**config.mk**
```make
export PLATFORM = sky130hd
export DESIGN_NAME = can_fault_tracker
export DESIGN_NICKNAME = d
export VERILOG_FILES = /design/src/rtl/canfc_pkg.sv /design/src/rtl/fc_counters.sv /design/src/rtl/fc_control.sv /design/src/rtl/can_fault_tracker.sv
export SDC_FILE = /design/constraint.sdc
export NUM_CORES = 1
export LEC_CHECK = 0
export BUFFER_PORTS_ARGS = -buffer_cell sky130_fd_sc_hd__buf_4
export CORE_ASPECT_RATIO = 2
export CORE_MARGIN = 2
export CORE_UTILIZATION = 30
export CTS_CLUSTER_DIAMETER = 120
export DETAILED_ROUTE_END_ITERATION = 12
export SYNTH_ARGS = -nofsm -noshare
export SYNTH_HDL_FRONTEND = slang
export SYNTH_SLANG_ARGS = --single-unit
export TNS_END_PERCENT = 5
```
**constraint.sdc**
```tcl
create_clock -name clk -period 2.25 [get_ports clk]
set_input_delay 0 -clock clk [delete_from_list [all_inputs] [get_ports clk]]
set_output_delay 0 -clock clk [all_outputs]
set_load 0.01 [all_outputs]
```
**src/rtl/canfc_pkg.sv**
```systemverilog
package canfc_pkg;

  // Strobes from the control to the counter datapath
  typedef struct packed {
    logic txUp;
    logic txDown;
    logic rxUp;
    logic rxDown;
    logic load;
  } cntStrobe_t;

  typedef enum logic [1:0] {
    SEL_COUNT  = 2'd0,
    SEL_LIMIT  = 2'd1,
    SEL_FLAGS  = 2'd2,
    SEL_ENABLE = 2'd3
  } regSel_t;

  localparam int FLAG_STATE_BIT   = 2;
  localparam int FLAG_PASSIVE_BIT = 5;
  localparam int STAT_BUSOFF_BIT  = 7;
  localparam int STAT_WARN_BIT    = 6;

endpackage

```
**src/rtl/fc_counters.sv**
```systemverilog
module fc_counters
  import canfc_pkg::*;
#(
  parameter int CNT_W   = 8,
  parameter int TX_STEP = 8,
  parameter int RX_STEP = 1
) (
  input  logic             clk,
  input  logic             rstN,
  input  cntStrobe_t       strobe,
  input  logic [CNT_W-1:0] loadTx,
  input  logic [CNT_W-1:0] loadRx,
  output logic [CNT_W-1:0] txCnt,
  output logic [CNT_W-1:0] rxCnt,
  output logic             busOff
);

  localparam logic [CNT_W-1:0] CNT_MAX  = '1;
  localparam logic [CNT_W-1:0] TX_STEPV = CNT_W'(TX_STEP);
  localparam logic [CNT_W-1:0] RX_STEPV = CNT_W'(RX_STEP);
  localparam logic [CNT_W-1:0] TX_EDGE  = CNT_MAX - TX_STEPV;
  localparam logic [CNT_W-1:0] RX_EDGE  = CNT_MAX - RX_STEPV;

  always_ff @(posedge clk or negedge rstN) begin
    if (!rstN) begin
      txCnt  <= '0;
      rxCnt  <= '0;
      busOff <= 1'b0;
    end else if (strobe.load) begin
      txCnt  <= loadTx;
      rxCnt  <= loadRx;
      busOff <= 1'b0;
    end else begin
      if (!busOff) begin
        if (strobe.txUp) begin
          if (txCnt > TX_EDGE) begin
            busOff <= 1'b1;
            txCnt  <= CNT_MAX;
          end else begin
            txCnt <= txCnt + TX_STEPV;
          end
        end else if (strobe.txDown && txCnt != '0) begin
          txCnt <= txCnt - 1'b1;
        end
      end
      if (strobe.rxUp) begin
        rxCnt <= (rxCnt > RX_EDGE) ? CNT_MAX : rxCnt + RX_STEPV;
      end else if (strobe.rxDown && rxCnt != '0) begin
        rxCnt <= rxCnt - 1'b1;
      end
    end
  end


  busoff_hold_chk: assert property (@(posedge clk) disable iff (!rstN)
    (busOff && !strobe.load) |=> $stable(txCnt));


  zero_load_chk: assert property (@(posedge clk) disable iff (!rstN)
    (strobe.load && loadTx == '0 && loadRx == '0) |=> (txCnt == '0 && rxCnt == '0 && !busOff));

endmodule

```
**src/rtl/fc_control.sv**
```systemverilog
module fc_control
  import canfc_pkg::*;
#(
  parameter int CNT_W         = 8,
  parameter int WORD_W        = 32,
  parameter int FLAG_W        = 8,
  parameter int TX_LSB        = 0,
  parameter int RX_LSB        = 16,
  parameter int PASSIVE_LIMIT = 127,
  parameter int WARN_DEFAULT  = 96
) (
  input  logic              clk,
  input  logic              rstN,
  input  logic              resetMode,
  input  logic              txErr,
  input  logic              rxErr,
  input  logic              txOk,
  input  logic              rxOk,
  input  logic              wrEn,
  input  logic [1:0]        wrSel,
  input  logic [WORD_W-1:0] wrData,
  input  logic [CNT_W-1:0]  txCnt,
  input  logic [CNT_W-1:0]  rxCnt,
  input  logic              busOff,
  output cntStrobe_t        strobe,
  output logic [CNT_W-1:0]  loadTx,
  output logic [CNT_W-1:0]  loadRx,
  output logic [7:0]        statusBits,
  output logic [FLAG_W-1:0] intFlags,
  output logic [FLAG_W-1:0] intEnable,
  output logic [CNT_W-1:0]  warnLimit,
  output logic              irq
);

  localparam logic [CNT_W-1:0] PASSIVE_V = CNT_W'(PASSIVE_LIMIT);
  localparam logic [CNT_W-1:0] WARN_V    = CNT_W'(WARN_DEFAULT);

  regSel_t sel;
  logic    wrCount, wrLimit, wrFlags, wrEnable;
  logic    warnNow, passiveNow;
  logic    prevWarn, prevBusOff, prevPassive;
  logic    stateChange, passiveChange;
  logic [FLAG_W-1:0] flagsNext;

  assign sel      = regSel_t'(wrSel);
  assign wrCount  = wrEn && (sel == SEL_COUNT);
  assign wrLimit  = wrEn && (sel == SEL_LIMIT);
  assign wrFlags  = wrEn && (sel == SEL_FLAGS);
  assign wrEnable = wrEn && (sel == SEL_ENABLE);

  // Event decode: errors take precedence over successes on one counter
  always_comb begin
    strobe.txUp   = !resetMode && txErr;
    strobe.txDown = !resetMode && txOk && !txErr;
    strobe.rxUp   = !resetMode && rxErr;
    strobe.rxDown = !resetMode && rxOk && !rxErr;
    strobe.load   = wrCount;
  end

  assign loadTx = wrData[TX_LSB +: CNT_W];
  assign loadRx = wrData[RX_LSB +: CNT_W];

  assign warnNow    = (txCnt >= warnLimit) || (rxCnt >= warnLimit);
  assign passiveNow = (txCnt > PASSIVE_V) || (rxCnt > PASSIVE_V);

  always_comb begin
    statusBits = '0;
    statusBits[STAT_BUSOFF_BIT] = busOff;
    statusBits[STAT_WARN_BIT]   = warnNow;
  end

  assign stateChange   = (warnNow != prevWarn) || (busOff != prevBusOff);
  assign passiveChange = (passiveNow != prevPassive);

  always_comb begin
    flagsNext = intFlags;
    if (wrFlags) flagsNext = flagsNext & ~wrData[FLAG_W-1:0];
    if (stateChange)   flagsNext[FLAG_STATE_BIT]   = 1'b1;
    if (passiveChange) flagsNext[FLAG_PASSIVE_BIT] = 1'b1;
  end

  always_ff @(posedge clk or negedge rstN) begin
    if (!rstN) begin
      prevWarn    <= 1'b0;
      prevBusOff  <= 1'b0;
      prevPassive <= 1'b0;
      intFlags    <= '0;
      intEnable   <= '0;
      warnLimit   <= WARN_V;
    end else begin
      prevWarn    <= warnNow;
      prevBusOff  <= busOff;
      prevPassive <= passiveNow;
      intFlags    <= flagsNext;
      if (wrEnable) intEnable <= wrData[FLAG_W-1:0];
      if (wrLimit)  warnLimit <= wrData[CNT_W-1:0];
    end
  end

  assign irq = |(intFlags & intEnable);


  flag_sticky_chk: assert property (@(posedge clk) disable iff (!rstN)
    (intFlags[FLAG_STATE_BIT] && !(wrFlags && wrData[FLAG_STATE_BIT])) |=> intFlags[FLAG_STATE_BIT]);


  passive_flag_chk: assert property (@(posedge clk) disable iff (!rstN)
    (((txCnt > PASSIVE_V) || (rxCnt > PASSIVE_V)) !=
     (($past(txCnt) > PASSIVE_V) || ($past(rxCnt) > PASSIVE_V))) |=> intFlags[FLAG_PASSIVE_BIT]);


  reset_mode_hold_chk: assert property (@(posedge clk) disable iff (!rstN)
    (resetMode && !wrCount) |=> ($stable(txCnt) && $stable(rxCnt)));

endmodule

```
**src/rtl/can_fault_tracker.sv**
```systemverilog
module can_fault_tracker
  import canfc_pkg::*;
#(
  parameter int CNT_W         = 8,
  parameter int WORD_W        = 32,
  parameter int FLAG_W        = 8,
  parameter int TX_STEP       = 8,
  parameter int RX_STEP       = 1,
  parameter int PASSIVE_LIMIT = 127,
  parameter int WARN_DEFAULT  = 96
) (
  input  logic              clk,
  input  logic              rstN,
  input  logic              resetMode,
  input  logic              txErr,
  input  logic              rxErr,
  input  logic              txOk,
  input  logic              rxOk,
  input  logic              wrEn,
  input  logic [1:0]        wrSel,
  input  logic [WORD_W-1:0] wrData,
  output logic [WORD_W-1:0] errCount,
  output logic [7:0]        statusBits,
  output logic [FLAG_W-1:0] intFlags,
  output logic [FLAG_W-1:0] intEnable,
  output logic [CNT_W-1:0]  warnLimit,
  output logic              irq
);

  localparam int TX_LSB = 0;
  localparam int RX_LSB = 16;

  cntStrobe_t       strobe;
  logic [CNT_W-1:0] loadTx, loadRx, txCnt, rxCnt;
  logic             busOff;

  fc_control #(
    .CNT_W(CNT_W), .WORD_W(WORD_W), .FLAG_W(FLAG_W),
    .TX_LSB(TX_LSB), .RX_LSB(RX_LSB),
    .PASSIVE_LIMIT(PASSIVE_LIMIT), .WARN_DEFAULT(WARN_DEFAULT)
  ) u_ctrl (
    .clk(clk), .rstN(rstN), .resetMode(resetMode),
    .txErr(txErr), .rxErr(rxErr), .txOk(txOk), .rxOk(rxOk),
    .wrEn(wrEn), .wrSel(wrSel), .wrData(wrData),
    .txCnt(txCnt), .rxCnt(rxCnt), .busOff(busOff),
    .strobe(strobe), .loadTx(loadTx), .loadRx(loadRx),
    .statusBits(statusBits), .intFlags(intFlags), .intEnable(intEnable),
    .warnLimit(warnLimit), .irq(irq)
  );

  fc_counters #(
    .CNT_W(CNT_W), .TX_STEP(TX_STEP), .RX_STEP(RX_STEP)
  ) u_dp (
    .clk(clk), .rstN(rstN), .strobe(strobe),
    .loadTx(loadTx), .loadRx(loadRx),
    .txCnt(txCnt), .rxCnt(rxCnt), .busOff(busOff)
  );

  always_comb begin
    errCount = '0;
    errCount[TX_LSB +: CNT_W] = txCnt;
    errCount[RX_LSB +: CNT_W] = rxCnt;
  end

endmodule

```
==> flow_metrics.env <==
export IMPL_r2r_end="u_ctrl.intFlags[2]"
export IMPL_rows=52
export IMPL_place_hpwl_um=7320
export IMPL_required_ps=2250
export IMPL_hold_path_end="u_dp.rxCnt[4]"
export IMPL_min_period_ps=2190
export IMPL_drtIter0Drc=151
export IMPL_synth_distinct_cells=66
export IMPL_post_drt_via_cell_ratio=5.10
export IMPL_cts_tree="built"
export IMPL_fin_cells=552
export IMPL_route_layer_met1_wl_um=3390
export IMPL_syn_area_um2=3130
export IMPL_drv_cap=0
export IMPL_critPathMaxFanout=3
export IMPL_die_w_um=76.2
export IMPL_antenna_left=0
export IMPL_yosys_most_used_dff="dfrtp_1"
export IMPL_fin_skew_ps=3.98
export IMPL_wl_met3_um=311
export IMPL_leakage_uw=0.00188
export IMPL_yosys_cell_count_top_type="dfrtp_1"
export IMPL_synthTopCellsByArea="dfrtp_1 (34%), ha_1 (9.6%), buf_4 (6.2%)"
export IMPL_synth_edff_count=0
export IMPL_slowest_delay_ps=450
export IMPL_die_area_um2=11300
export IMPL_start_kind="register"
export IMPL_wl_um=9370
export IMPL_grt_pass1_wl_um=15000
export IMPL_grt_pass1_vias=2931
export IMPL_slew_violations=0
export IMPL_initial_utilization_pct=30.8
export IMPL_die_h_um=148
export IMPL_crit_chain="inv_1 > ha_1 > nand2b_1 > a2111oi_1 > o311ai_1 > a21o_1 > buf_4"
export IMPL_hold_class="in -> reg"
export IMPL_multiInputGateArea_um2=1800
export IMPL_yosys_area_top_type_share_pct=33.6
export IMPL_n_antenna_cell=0
export IMPL_drive_above_1_share_pct=30.5
export IMPL_fillerInstances=1076
export IMPL_hold_start="wrSel[1]"
export IMPL_finalSetupViolations=0
export IMPL_cts_buffers_inserted=5
export IMPL_hold_viol_final=0
export IMPL_fin_nets=482
export IMPL_yosysSeqAreaShare_pct=35.3
export IMPL_status="finished, final reports clean"
export IMPL_ir_drop_mv=0.585
export IMPL_r2r_start="u_dp.txCnt[0]"
export IMPL_cp_slowest_cell="a2111oi_1"
export IMPL_whs_ps=135
export IMPL_top_layer="met4"
export IMPL_synthCells=328
export IMPL_antenna_found_initial=0
export IMPL_wl_met2_um=5410
export IMPL_synth_commonest_cells="dfrtp_1 (42), buf_4 (26), ha_1 (24), nand2_1 (24), a21oi_1 (19)"
export IMPL_ys_warn_count=0
export IMPL_fmax_mhz=458
export IMPL_synthToLayoutAreaGrowth_pct=30.4
export IMPL_crit_type="reg -> out"
export IMPL_vias=2817
export IMPL_worst_r2r_cell_count=8
export IMPL_grt_max_degree=45
export IMPL_final_period_utilization_pct=97.1
export IMPL_gp_congestion=0.853
export IMPL_synth_area_leader_cell="dfrtp_1"
export IMPL_dp_cells=529
export IMPL_drtPass1Iterations=4
export IMPL_numPortBuffers=68
export IMPL_powerDensity_nw_per_um2=934
export IMPL_seqCellArea_um2=1100
export IMPL_reg2reg_slack_ps=150
export IMPL_worstPathArrival_ps=2190
export IMPL_syn_area_per_cell_um2=9.54
export IMPL_core_area_um2=10100
export IMPL_synth_seq_cells=44
export IMPL_grtUsageTotal_pct=16.8
export IMPL_drc=0
export IMPL_max_slew_margin_pct=56.9
export IMPL_clock_latency_ps=290
export IMPL_htreeDepth=2
export IMPL_worstHoldPathCells=4
export IMPL_tightest_slew_ps=641
export IMPL_synthArstFlopShare_pct=100
export IMPL_clockRootBuffer="clkbuf_16"
export IMPL_clock_path_buffers=2
export IMPL_ios=107
export IMPL_wire_per_inst_um=17.0
export IMPL_clkTransAtPathRegs_ps=60
export IMPL_crit_path_end_kind="primary output"
export IMPL_clock_sinks=44
export IMPL_grt_overflow_total=0
==> cell families after synthesis <==
group,synth area share (%)
simple gates,17.9
compound gates,18.5
buf+inv,10.3
flops,35.3
fa+ha+maj,9.60
mux,6.08
xor+xnor,2.24
other cells,0.120
==> per-stage QoR <==
step | util [%] | worst slack, ps | power, uW | setup TNS [ps] | area [um2]
4_1_cts | 40.0 | 22.5 | 3790 | 0 | 4060
3_5_place_dp | 36.9 | 221 | 2870 | 0 | 3740
2_1_floorplan | - | 335 | 2190 | 0 | 3210
5_1_grt | 40.2 | -46.5 | 4070 | -46.5 | 4080
6_report | 40.2 | 64.4 | 3810 | 0 | 4080
3_3_place_gp | 36.9 | 254 | 2830 | 0 | 3740
==> state kept, by name, summed over array words and instances, names as in the netlist <==
signal / count
u_ctrl.intEnable: 8
u_dp.rxCnt: 8
u_dp.busOff: 1
u_ctrl.prevBusOff: 1
u_ctrl.prevWarn: 1
u_ctrl.warnLimit: 8
u_ctrl.prevPassive: 1
u_ctrl.intFlags: 8
u_dp.txCnt: 8
==> per-layer routing <==
layer  vias to the layer above  track usage [%]
li1                       1325                -
met1                      1382             16.5
met2                        93             34.1
met3                        17             2.37
met4                         0             7.18
met5                         -                0
==> cell usage in the layout, fill, tap and decap left out, types with 5 or more instances in the layout <==
| cell | synthesis | routed |
|---|---|---|
| a21boi_0 | 6 | 6 |
| a21oi_1 | 19 | 19 |
| a22oi_1 | 6 | 6 |
| buf_4 | 26 | 84 |
| clkbuf_16 | 0 | 5 |
| conb_1 | 1 | 22 |
| dfrtp_1 | 42 | 42 |
| dlygate4sd3_1 | 0 | 14 |
| ha_1 | 24 | 24 |
| inv_1 | 16 | 16 |
| mux2_2 | 16 | 16 |
| nand2_1 | 24 | 24 |
| nand3_1 | 13 | 13 |
| nand4_1 | 7 | 7 |
| nor2_1 | 10 | 10 |
| nor3_1 | 5 | 5 |
| o21ai_0 | 14 | 14 |
| o21ai_1 | 5 | 5 |
| xnor2_1 | 5 | 5 |
==> report_power, final <==
part	internal [uW]	switching (uW)	total, uW
combinational	831	883	1710
sequential	970	245	1220
clock	557	325	882
total	2360	1450	3810
==> final cells by class <==
cell class / count / share of cell area, %
multi-input cells: 251 / 44.1
well taps: 135 / 4.14
clock buffers: 6 / 3.40
clock inverters: 2 / 0.950
inverters: 16 / 1.47
repair buffers: 98 / 18.9
flip-flops and latches: 44 / 27.0
==> worst max-delay path: cells and delay by family, from the launching register on <==
family / cells / cell delay (ps)
compound gates: 3 / 830
flops: 1 / 370
simple gates: 1 / 150
fa+ha+maj: 1 / 240
buf+inv: 2 / 300
==> how the worst max path moves through the flow <==
stage,start,endpoint,depth (start not counted)
floorplan,u_dp.rxCnt[0],u_dp.rxCnt[7],7
global placement,u_ctrl.warnLimit[6],u_ctrl.intFlags[2],7
detailed placement,u_ctrl.warnLimit[6],u_ctrl.intFlags[2],7
CTS,u_ctrl.warnLimit[6],statusBits[6],7
global route,u_dp.txCnt[0],statusBits[6],7
finish,u_dp.txCnt[0],statusBits[6],7
==> what timing repair did <==
action                                  CTS  global route
pin swaps                                 0             0
endpoints found under the setup margin    1             1
endpoints found under the hold margin    68             0
resized for setup                         1             3
setup buffers                             0             1
hold buffers                             14             0
No activity file was read; power rests on OpenSTA's default activity.
